**config.mk**
```make
export PLATFORM = sky130hd
export DESIGN_NAME = mem_window_decode
export DESIGN_NICKNAME = d
export VERILOG_FILES = /design/src/rtl/mwd_pkg.sv /design/src/rtl/mwd_rst_sync.sv /design/src/rtl/mwd_regs.sv /design/src/rtl/mwd_match.sv /design/src/rtl/mem_window_decode.sv
export SDC_FILE = /design/constraint.sdc
export NUM_CORES = 1
export LEC_CHECK = 0
export BUFFER_PORTS_ARGS = -buffer_cell sky130_fd_sc_hd__buf_2
export CELL_PAD_IN_SITES_DETAIL_PLACEMENT = 1
export CELL_PAD_IN_SITES_GLOBAL_PLACEMENT = 1
export CORE_ASPECT_RATIO = 0.7
export CORE_MARGIN = 2
export CORE_UTILIZATION = 42
export CTS_BUF_LIST = sky130_fd_sc_hd__clkbuf_16
export DETAILED_ROUTE_END_ITERATION = 10
export PLACE_DENSITY = 0.87
export SYNTH_ARGS = -nofsm -noshare
export SYNTH_HDL_FRONTEND = slang
export SYNTH_SLANG_ARGS = --single-unit
```
**constraint.sdc**
```tcl
create_clock -name clk -period 4.8 [get_ports clk]
set_input_delay 0.48 -clock clk [delete_from_list [all_inputs] [get_ports clk]]
set_output_delay 0.48 -clock clk [all_outputs]
set_load 0.02 [all_outputs]
```
**src/rtl/mwd_pkg.sv**
```systemverilog
package mwd_pkg;
  typedef enum logic [1:0] {
    SEL_LOW  = 2'd0,
    SEL_HIGH = 2'd1,
    SEL_LOCK = 2'd2,
    SEL_NONE = 2'd3
  } reg_sel_e;
endpackage

```
**src/rtl/mwd_rst_sync.sv**
```systemverilog
module mwd_rst_sync #(
  parameter int unsigned STAGES = 2
) (
  input  logic clk,
  input  logic rst_n,
  output logic rst_sync_n
);
  logic [STAGES-1:0] chain_q;
  logic [STAGES-1:0] chain_d;

  always_comb begin
    chain_d = {chain_q[STAGES-2:0], 1'b1};
  end

  always_ff @(posedge clk or negedge rst_n) begin
    if (!rst_n) chain_q <= '0;
    else        chain_q <= chain_d;
  end

  assign rst_sync_n = chain_q[STAGES-1];
endmodule

```
**src/rtl/mwd_regs.sv**
```systemverilog
module mwd_regs
  import mwd_pkg::*;
#(
  parameter int unsigned DATA_W  = 32,
  parameter int unsigned BOUND_W = 16,
  parameter int unsigned OFF_W   = 4
) (
  input  logic               clk,
  input  logic               rst_n,
  input  logic               wr,
  input  logic               rd,
  input  logic [OFF_W-1:0]   off,
  input  logic [DATA_W-1:0]  wdata,
  output logic [DATA_W-1:0]  rdata,
  output logic [BOUND_W-1:0] low_bound,
  output logic [BOUND_W-1:0] high_bound
);
  localparam int unsigned PAD_W = DATA_W - BOUND_W;
  localparam logic [OFF_W-1:0] OFF_LOW  = OFF_W'(0);
  localparam logic [OFF_W-1:0] OFF_HIGH = OFF_W'(4);
  localparam logic [OFF_W-1:0] OFF_LOCK = OFF_W'(8);

  reg_sel_e           sel;
  logic               bound_wr;
  logic               accept;
  logic [BOUND_W-1:0] low_q, low_d;
  logic [BOUND_W-1:0] high_q, high_d;
  logic               unlock_q, unlock_d;
  logic [DATA_W-1:0]  rd_val;
  logic [DATA_W-1:0]  rdata_q, rdata_d;

  always_comb begin
    if (off == OFF_LOW)       sel = SEL_LOW;
    else if (off == OFF_HIGH) sel = SEL_HIGH;
    else if (off == OFF_LOCK) sel = SEL_LOCK;
    else                      sel = SEL_NONE;
  end

  assign bound_wr = wr && ((sel == SEL_LOW) || (sel == SEL_HIGH));
  assign accept   = bound_wr && unlock_q;

  always_comb begin
    low_d    = low_q;
    high_d   = high_q;
    unlock_d = unlock_q;
    if (accept && (sel == SEL_LOW))  low_d  = wdata[DATA_W-1 -: BOUND_W];
    if (accept && (sel == SEL_HIGH)) high_d = wdata[DATA_W-1 -: BOUND_W];
    if (wr && (sel == SEL_LOCK))     unlock_d = wdata[0];
    else if (bound_wr)               unlock_d = 1'b0;
  end

  always_comb begin
    unique case (sel)
      SEL_LOW:  rd_val = {low_q, PAD_W'(0)};
      SEL_HIGH: rd_val = {high_q, PAD_W'(0)};
      SEL_LOCK: rd_val = {{(DATA_W-1){1'b0}}, unlock_q};
      default:  rd_val = '0;
    endcase
    rdata_d = rd ? rd_val : rdata_q;
  end

  always_ff @(posedge clk or negedge rst_n) begin
    if (!rst_n) begin
      low_q    <= '0;
      high_q   <= '0;
      unlock_q <= 1'b0;
      rdata_q  <= '0;
    end else begin
      low_q    <= low_d;
      high_q   <= high_d;
      unlock_q <= unlock_d;
      rdata_q  <= rdata_d;
    end
  end

  assign rdata      = rdata_q;
  assign low_bound  = low_q;
  assign high_bound = high_q;

  // locked bound writes leave both bounds untouched
  p_locked_hold_r2: assert property (@(posedge clk) disable iff (!rst_n)
    (bound_wr && !unlock_q) |=> ($stable(low_q) && $stable(high_q)));

  // any bound write leaves the unlock bit cleared
  p_lock_clears_r3: assert property (@(posedge clk) disable iff (!rst_n)
    bound_wr |=> !unlock_q);

  // unlock bit can only rise through a lock register write
  p_unlock_source_r4: assert property (@(posedge clk) disable iff (!rst_n)
    (!unlock_q && !(wr && (sel == SEL_LOCK))) |=> !unlock_q);

  // read data holds when no read is strobed
  p_rdata_hold_r6: assert property (@(posedge clk) disable iff (!rst_n)
    !rd |=> $stable(rdata_q));

  // unused low bits of bound reads stay zero
  p_pad_zero_r5: assert property (@(posedge clk) disable iff (!rst_n)
    (rd && (sel != SEL_LOCK)) |=> (rdata_q[PAD_W-1:0] == '0));
endmodule

```
**src/rtl/mwd_match.sv**
```systemverilog
module mwd_match #(
  parameter int unsigned ADDR_W  = 32,
  parameter int unsigned BOUND_W = 16
) (
  input  logic               clk,
  input  logic               rst_n,
  input  logic [BOUND_W-1:0] low_bound,
  input  logic [BOUND_W-1:0] high_bound,
  input  logic [ADDR_W-1:0]  addr,
  output logic               win_en,
  output logic               win_hit
);
  logic [BOUND_W-1:0] page;
  logic               above_low;
  logic               below_high;

  assign page       = addr[ADDR_W-1 -: BOUND_W];
  assign win_en     = (high_bound != '0) && (low_bound <= high_bound);
  assign above_low  = (page >= low_bound);
  assign below_high = (page <= high_bound);
  assign win_hit    = win_en && above_low && below_high;

  // a zero upper bound never produces a hit
  p_zero_high_r7: assert property (@(posedge clk) disable iff (!rst_n)
    (high_bound == '0) |-> !win_hit);

  // enable changes only when a bound changes
  p_en_follows_bounds_r7: assert property (@(posedge clk) disable iff (!rst_n)
    ($stable(low_bound) && $stable(high_bound)) |-> $stable(win_en));

  // hit implies window enabled
  p_hit_needs_en_r8: assert property (@(posedge clk) disable iff (!rst_n)
    win_hit |-> win_en);
endmodule

```
**src/rtl/mem_window_decode.sv**
```systemverilog
module mem_window_decode #(
  parameter int unsigned ADDR_W  = 32,
  parameter int unsigned DATA_W  = 32,
  parameter int unsigned BOUND_W = 16,
  parameter int unsigned OFF_W   = 4,
  parameter int unsigned SYNC_STAGES = 2
) (
  input  logic              clk,
  input  logic              rst_n,
  input  logic              reg_wr,
  input  logic              reg_rd,
  input  logic [OFF_W-1:0]  reg_off,
  input  logic [DATA_W-1:0] reg_wdata,
  output logic [DATA_W-1:0] reg_rdata,
  input  logic [ADDR_W-1:0] bus_addr,
  output logic              win_en,
  output logic              win_hit
);
  logic               core_rst_n;
  logic [BOUND_W-1:0] low_bound;
  logic [BOUND_W-1:0] high_bound;

  mwd_rst_sync #(.STAGES(SYNC_STAGES)) u_rst (
    .clk        (clk),
    .rst_n      (rst_n),
    .rst_sync_n (core_rst_n)
  );

  mwd_regs #(.DATA_W(DATA_W), .BOUND_W(BOUND_W), .OFF_W(OFF_W)) u_regs (
    .clk        (clk),
    .rst_n      (core_rst_n),
    .wr         (reg_wr),
    .rd         (reg_rd),
    .off        (reg_off),
    .wdata      (reg_wdata),
    .rdata      (reg_rdata),
    .low_bound  (low_bound),
    .high_bound (high_bound)
  );

  mwd_match #(.ADDR_W(ADDR_W), .BOUND_W(BOUND_W)) u_match (
    .clk        (clk),
    .rst_n      (core_rst_n),
    .low_bound  (low_bound),
    .high_bound (high_bound),
    .addr       (bus_addr),
    .win_en     (win_en),
    .win_hit    (win_hit)
  );
endmodule

```
==> results of run 1 <==
cell type report:
| cell class | count | area (um^2) | share of cell area (%) |
|---|---|---|---|
| clock buffers | 5 | 125 | 3.26 |
| clock inverters | 3 | 15.0 | 0.391 |
| inverters | 52 | 195 | 5.08 |
| multi-input cells | 229 | 1760 | 45.9 |
| flip-flops and latches | 52 | 1300 | 33.9 |
| well taps | 101 | 126 | 3.29 |
| repair buffers | 61 | 313 | 8.15 |
placed cells by master (no fill, tap or decap), types with 3 or more instances in the layout:
master / n
mux2i_1: 16
nand2_1: 25
nor4_1: 5
a211oi_1: 3
nor2b_1: 3
inv_1: 53
o21ai_0: 23
a21oi_1: 16
clkbuf_16: 5
nand4_1: 11
nand3_1: 7
nor2_1: 5
dfrtp_1: 51
mux2_2: 17
conb_1: 16
ha_1: 48
a21o_1: 3
o22ai_1: 16
buf_2: 59
through the flow:
step / instance area (um^2) / std cells / util, % / power, uW
2_1_floorplan: 3400 / 357 / - / 1160
3_3_place_gp: 3690 / 494 / 47.3 / 1330
3_5_place_dp: 3690 / 494 / 47.3 / 1420
4_1_cts: 3840 / 503 / 49.2 / 1760
5_1_grt: 3840 / 503 / 49.2 / 1900
6_report: 3840 / 503 / 49.2 / 1750
logic make-up after synthesis:
logic type,count (synthesis)
AND/OR/NAND/NOR,62
buffers and inverters,76
other,2
adder cells (fa/ha/maj),48
AO/OA/AOI/OAI,70
flip-flops,52
multiplexers,33
critical path: stages, from the launching register on:
cell,delay [ns]
dfrtp_1,0.40
inv_1,0.14
ha_1,0.27
a21oi_1,0.16
o21ai_0,0.11
a221o_1,0.32
a2111oi_2,0.36
o21a_2,0.21
o221a_4,0.17
buf_2,0.15
cell usage after synthesis, types with 3 or more instances:
| cell type | instances | area share, % |
|---|---|---|
| a211oi_1 | 3 | 0.67 |
| a21o_1 | 3 | 0.67 |
| a21oi_1 | 16 | 2.4 |
| buf_2 | 3 | 0.45 |
| buf_4 | 15 | 3.4 |
| clkbuf_1 | 6 | 0.67 |
| dfrtp_1 | 52 | 39 |
| ha_1 | 48 | 18 |
| inv_1 | 52 | 5.8 |
| mux2_2 | 17 | 5.7 |
| mux2i_1 | 16 | 4.8 |
| nand2_1 | 25 | 2.8 |
| nand3_1 | 7 | 1.0 |
| nand4_1 | 11 | 2.1 |
| nor2_1 | 5 | 0.56 |
| nor2b_1 | 3 | 0.56 |
| nor4_1 | 5 | 0.93 |
| o21ai_0 | 23 | 3.4 |
| o22ai_1 | 16 | 3.0 |
per-layer routing:
layer	track usage [%]	share of wire, %	up-vias
li1	-	-	1288
met1	30.7	49	1302
met2	34.9	45	71
met3	3.13	4.6	6
met4	3.88	0.69	0
met5	0	0	-
power by group:
part	switching (uW)	total [uW]	internal [uW]	leakage, uW
clock	154	344	190	0.0000687
combinational	418	730	312	0.00126
sequential	131	680	549	0.000655
worst max-delay path by stage:
stage | slack [ns] | end | from | cells past startpoint
floorplan | 2.26 | win_hit | u_regs.low_bound[10]$_DFFE_PN0P_ | 7
global placement | 2.11 | win_hit | u_regs.high_bound[5]$_DFFE_PN0P_ | 9
detailed placement | 2.05 | win_hit | u_regs.high_bound[7]$_DFFE_PN0P_ | 9
CTS | 1.74 | win_hit | u_regs.high_bound[10]$_DFFE_PN0P_ | 9
global route | 1.58 | win_hit | u_regs.high_bound[10]$_DFFE_PN0P_ | 9
finish | 1.73 | win_hit | u_regs.high_bound[7]$_DFFE_PN0P_ | 9
registers in the layout (all words and copies together) (netlist names):
name	cells
u_rst.chain_q	2
u_regs.low_bound	16
u_regs.high_bound	16
u_regs.rdata	17
u_regs.unlock_q	1
repair_timing:
action,4_1_cts,5_1_grt
hold endpoints to repair,2,0
setup endpoints to repair,0,0
hold buffers,1,0
==> results.md, run 1 <==
- Rel. slew slack: around 27%
- Largest net degree at the start of global routing: 51
- HP Start: u_rst.chain_q[0]$_DFF_PN0_
- Status: finished clean
- Final #Nets: around 520
- Synth Area in Compound Gates: between 10% and 20%
- Io pins: ~110
- Reg-to-Reg End: u_regs.low_bound[5]$_DFFE_PN0P_
- Cell area after synthesis: approximately 3400 um^2
- Fmax achieved: 0.326 GHz
- Sequential-to-total area share from yosys stat: roughly two fifths
- Vias: 2667
- Die H: between 70 and 80 um
- Root Driver: clkbuf_16
- Core box area: roughly 7800 um^2
- RSZ-0062 raised after global routing: false
- Clk sinks: 52
- DIE AREA: between 8000 and 9000 um^2
- Minimum clock period: about 3.1 ns
- Synth warn: 0
- Reg clk slew, reported paths: 0.07 ns
- Routed WL: 8.94 mm
- Peak supply drop: between 0.15 and 0.2 mV
- Post-Synth Adder-Cell Area: 17.9%
- Pre-antenna DRT Iters: 4
- All-layer global routing usage: between 20% and 30%
- Mean area per synthesized cell: about 9.8 um^2
- Pin slew with the least headroom to its limit: roughly 1.1 ns
- R2R setup slack: about 3.1 ns
- DP HPWL: roughly 7.3 mm
- Vias in the first global route: 2910
- DIE WIDTH: between 100 and 150 um
- Max Slew Vio Count: 0
- Hold WC Path Type: flip-flop to flip-flop
- Crit path DAT: 2.59 ns
- Reg2Reg Depth: 3
- Worst Clk Skew: 0.00373 ns
- Area delta synth->final: 14.6%
- Crit end category: output port
- Remaining antenna violation count after routing: 0
- Mapped Cells: about 340
- Final antenna diode count: 0
- Largest family of logic cells by synthesized area: adder cells
- Vias/cell: 5.30
- Hold_ws: approximately 0.37 ns
- Total of max-cap violations: 0
- LEAKAGE: approximately 0.0020 uW
- Final-report hold violation count: 0
- Pre-CTS setup slack: roughly 2 ns
- Average wire per standard cell: 17.8 um
- Iter 0 DRT Violations: 179
- Post-Synth Simple-Gate Area: 9.18%
- Number of port buffers: a little under 60
- Post-CTS resize count: 0
- WS Path Type: flip-flop to output port
- Setup bufs post-CTS: 0
- Crit start category: flip-flop
- Fraction of layout cells with a size suffix above 1: 22.4%
- Row cnt: 27
- Clk buf depth: 2
- PwrDens: approximately 460 nW/um^2
- First-pass GRT wire length: approximately 15 mm
- GRT overflow: 0
- Netlist cell types: 35
- Prevailing post-synth register cell: dfrtp_1
- Worst-skew pair later-pin latency: a little under 0.3 ns
- GPL Wtd Cong: between 0.8 and 0.9
- # DRC: 0
- Layout fillers: 899
- Setup TNS: 0 ns
- Hold Crit Depth: 0
- Yosys reg bits: 52
- Worst Path Max Fanout: 3
- Async set-reset flop share out of synthesis: 100%
- Setup violators final: 0
- H-tree Lvls: 2
- Worst EP required: roughly 4.3 ns
- Num CTS Buffers: 5
- Initial Util: between 40% and 50%
- Initial antenna violation count: 0
- RR Startpoint: u_regs.unlock_q$_DFFE_PN0P_
- Post-route setup slack: 1.73 ns
- Hold endpoint: u_rst.chain_q[1]$_DFF_PN0_
- Synth Area in XOR/XNOR: 0%
- Period utilization: 63.9%
- CTS tree: done
- Mux share of post-synthesis cell area: 10.5%
- EDFF count, synth: 0
(Power assumes the default switching activity.)
==> run 2, diff against run 1 <==
--- a/config.mk
+++ b/config.mk
@@ -5,15 +5,16 @@
 export SDC_FILE = /design/constraint.sdc
 export NUM_CORES = 1
 export LEC_CHECK = 0
+export ABC_AREA = 1
 export BUFFER_PORTS_ARGS = -buffer_cell sky130_fd_sc_hd__buf_2
 export CELL_PAD_IN_SITES_DETAIL_PLACEMENT = 1
 export CELL_PAD_IN_SITES_GLOBAL_PLACEMENT = 1
 export CORE_ASPECT_RATIO = 0.7
 export CORE_MARGIN = 2
-export CORE_UTILIZATION = 42
+export CORE_UTILIZATION = 35
 export CTS_BUF_LIST = sky130_fd_sc_hd__clkbuf_16
 export DETAILED_ROUTE_END_ITERATION = 10
-export PLACE_DENSITY = 0.87
+export PLACE_DENSITY = 0.77
 export SYNTH_ARGS = -nofsm -noshare
 export SYNTH_HDL_FRONTEND = slang
 export SYNTH_SLANG_ARGS = --single-unit
==> constraint.sdc (replaced) <==
create_clock -name clk -period 2.8 [get_ports clk]
set_input_delay 0.28 -clock clk [delete_from_list [all_inputs] [get_ports clk]]
set_output_delay 0.28 -clock clk [all_outputs]
set_load 0.02 [all_outputs]
==> results.md, run 2 <==
- Minimum clock period: 2.36 ns
- R2R setup slack: 1.37 ns (-1.74 ns)
- Final antenna diode count: 0 (unchanged)
- Top post-synthesis cells by area: dfrtp_1 (36%), ha_1 (17%), nand2_1 (7.8%), inv_1 (6.9%), mux2_2 (5.0%)
- Hold WC Path Type: input port to flip-flop
- Reg clk slew, reported paths: 0.07 ns (about the same)
- Flip-flop and latch area: 1300 um^2 (unchanged)
- Final-report hold violation count: 0 (unchanged)
- Mean area per synthesized cell: 8.71 um^2 (-11%)
- EDFF count, synth: 0 (unchanged)
- Remaining antenna violation count after routing: 0 (unchanged)
- Pin slew with the least headroom to its limit: 1.12 ns (+0.0303 ns)
- Crit end category: output port
- Slowest stage cell, crit path: dfrtp_1
- Hold_ws: 0.246 ns (-0.120 ns)
- Area delta synth->final: 13.1%
- LEAKAGE: 0.00215 uW (+8.3%)
- Most frequent cell after synthesis: nand2_1
- Finished Core Util: 41.4% (-7.8 points)
- Core box area: 9830 um^2 (+26%)
- Rel. slew slack: 25.1% (-2.0 points)
- Netlist cell types: 31 (-11%)
- Num CTS Buffers: 5 (unchanged)
- CP top delay family: simple AND/OR/NAND/NOR gates
- CP Cell Sequence: inv_1, ha_1, nand2_1, nor3_1, nand3_1, nand2_1, nand3_1, nor2_1, buf_2
- Worst Path Max Fanout: 3 (unchanged)
- Cell area after synthesis: 3600 um^2 (+7.3%)
- Yosys top cell area share: 36.2% (-2.6 points)
- Synth cell count leaders: nand2_1 (75), inv_1 (66), dfrtp_1 (52)
- Placed Cells incl. Taps: 589 (+19%)
- Initial antenna violation count: 0 (unchanged)
- Io pins: 106 (unchanged)
- Final #Nets: 589 (+13%)
- First-pass GRT wire length: 15.2 mm (+3.7%)
- Routed WL: 9.13 mm (+2.1%)
- H-tree Lvls: 2 (unchanged)
- Fmax achieved: ~0.42 GHz
- HP Start: reg_wdata[27]
- Crit path DAT: 2.08 ns (-0.51 ns)
- Layout fillers: 1213 (+35%)
- Peak supply drop: 0.241 mV (+24%)
- Vias: 2904 (+8.9%)
- WP buf/inv: 2 (unchanged)
- Synth warn: 0 (unchanged)
- GPL Wtd Cong: 0.811 (-2.8%)
- Clk buf depth: 2 (unchanged)
- Most frequent cells in the layout: nand2_1 (75), inv_1 (66), buf_2 (59)
- Largest net degree at the start of global routing: 51 (unchanged)
- Mapped Cells: 413 (+20%)
- Post-CTS resize count: 0 (unchanged)
- RR Startpoint: u_regs.unlock_q$_DFFE_PN0P_
- Worst Clk Skew: 0.00334 ns (-0.000394 ns)
- Fraction of layout cells with a size suffix above 1: 24.0% (+1.7 points)
- Status: finished clean
- CP peak stage delay: 0.39 ns (about the same)
- WS Path Type: flip-flop to output port
- Root Driver: clkbuf_16
- Setup TNS: 0 ns (unchanged)
- Clk sinks: 52 (unchanged)
- Setup violators final: 0 (unchanged)
- Post-route setup slack: 0.444 ns (-1.29 ns)
- Vias/cell: 4.86 (-8.4%)
- Reg2Reg Depth: 4 (+1)
- Yosys reg bits: 52 (unchanged)
- Worst-skew pair later-pin latency: 0.30 ns (about the same)
- All-layer global routing usage: 17.5% (-3.9 points)
- # DRC: 0 (unchanged)
- Iter 0 DRT Violations: 118 (-34%)
- Crit start category: flip-flop
- RSZ-0062 raised after global routing: false
- Hold Crit Depth: 3 (+3)
- Initial Util: 36.6% (-6.4 points)
- Hold endpoint: u_regs.low_bound[11]$_DFFE_PN0P_
- DIE WIDTH: 125 um (+13%)
- Vias in the first global route: 3057 (+5.1%)
- Commonest non-fill, non-tap cell in the layout: nand2_1
- Multi-input gate area: 1900 um^2 (+7.8%)
- Yosys top cell by area: dfrtp_1
- CTS tree: done
- Worst EP required: 2.52 ns (-1.80 ns)
- Pre-CTS setup slack: 0.788 ns (-1.26 ns)
- Number of port buffers: 59 (unchanged)
- Reg-to-Reg End: u_regs.low_bound[13]$_DFFE_PN0P_
- DIE AREA: 11100 um^2 (+27%)
- Average wire per standard cell: 15.3 um (-14%)
- Total of max-cap violations: 0 (unchanged)
- Sequential-to-total area share from yosys stat: 36.2% (-2.6 points)
- DP HPWL: 7.30 mm (+0.24%)
- Die H: 88.8 um (+13%)
- Prevailing post-synth register cell: dfrtp_1
- Cell Count, Final, Fillers Out: 598 (+19%)
- GRT overflow: 0 (unchanged)
- Max reg flops: 17 (unchanged)
- Row cnt: 30 (+11%)
- Period utilization: 84.2%
- PwrDens: 461 nW/um^2 (+0.92%)
- Pre-antenna DRT Iters: 4 (unchanged)
- Async set-reset flop share out of synthesis: 100% (unchanged)
- Max Slew Vio Count: 0 (unchanged)
[run 2: cells by family (layout without fill, tap and decap cells)]
family | after synthesis | count (layout) | share of synthesized area, %
AO/OA/AOI/OAI | 76 | 76 | 13.0
multiplexers | 16 | 16 | 5.01
flip-flops | 52 | 52 | 36.2
adder cells (fa/ha/maj) | 48 | 48 | 16.7
buffers and inverters | 92 | 135 | 12.4
other | 2 | 16 | 0.209
AND/OR/NAND/NOR | 127 | 127 | 16.4
[run 2: final cells by class]
cell class	count	area share (%)
clock inverters	3	0.554
clock buffers	5	3.08
multi-input cells	283	46.7
flip-flops and latches	52	32.0
inverters	67	6.18
repair buffers	60	7.51
well taps	128	3.94
[run 2: worst max-delay path by stage]
stage	from	end	slack, ns	cells past startpoint
2_1_floorplan	u_regs.high_bound[15]$_DFFE_PN0P_	win_hit	1.03	8
3_3_place_gp	u_regs.high_bound[11]$_DFFE_PN0P_	win_hit	0.83	9
5_1_grt	u_regs.high_bound[11]$_DFFE_PN0P_	win_hit	0.28	9
6_report	u_regs.high_bound[13]$_DFFE_PN0P_	win_hit	0.44	9
4_1_cts	u_regs.high_bound[13]$_DFFE_PN0P_	win_hit	0.45	9
3_5_place_dp	u_regs.high_bound[13]$_DFFE_PN0P_	win_hit	0.79	9
[run 2: worst reg2reg max path: stages (launching register included)]
cell and delay (ns):
dfrtp_1 0.38, and3_4 0.23, nand3_4 0.39, nand2_1 0.25
o21ai_2 0.07
[run 2: stage by stage]
step                      power [uW]  cell area, um^2
after CTS                       1910             4070
after detailed placement        1270             3910
after global placement          1240             3910
after floorplan                 1130             3650
final                           1880             4070
after global routing            2010             4070
[run 2: repair_timing]
| item | 4_1_cts | 5_1_grt |
|---|---|---|
| hold buffers | 1 | 0 |
| hold endpoints to repair | 2 | 0 |
| buffers inserted | 0 | 0 |
[run 2: report_power, final]
| part | internal (uW) | switching, uW |
|---|---|---|
| clock network | 335 | 288 |
| registers | 781 | 40.8 |
| logic | 159 | 272 |
| total | 1270 | 601 |
[run 2: metal layers]
metal / GRT usage, % / routed length, um
met5: 0 / 0
met4: 4.65 / 110
met3: 3.93 / 409
met2: 30.0 / 4230
met1: 22.7 / 4380
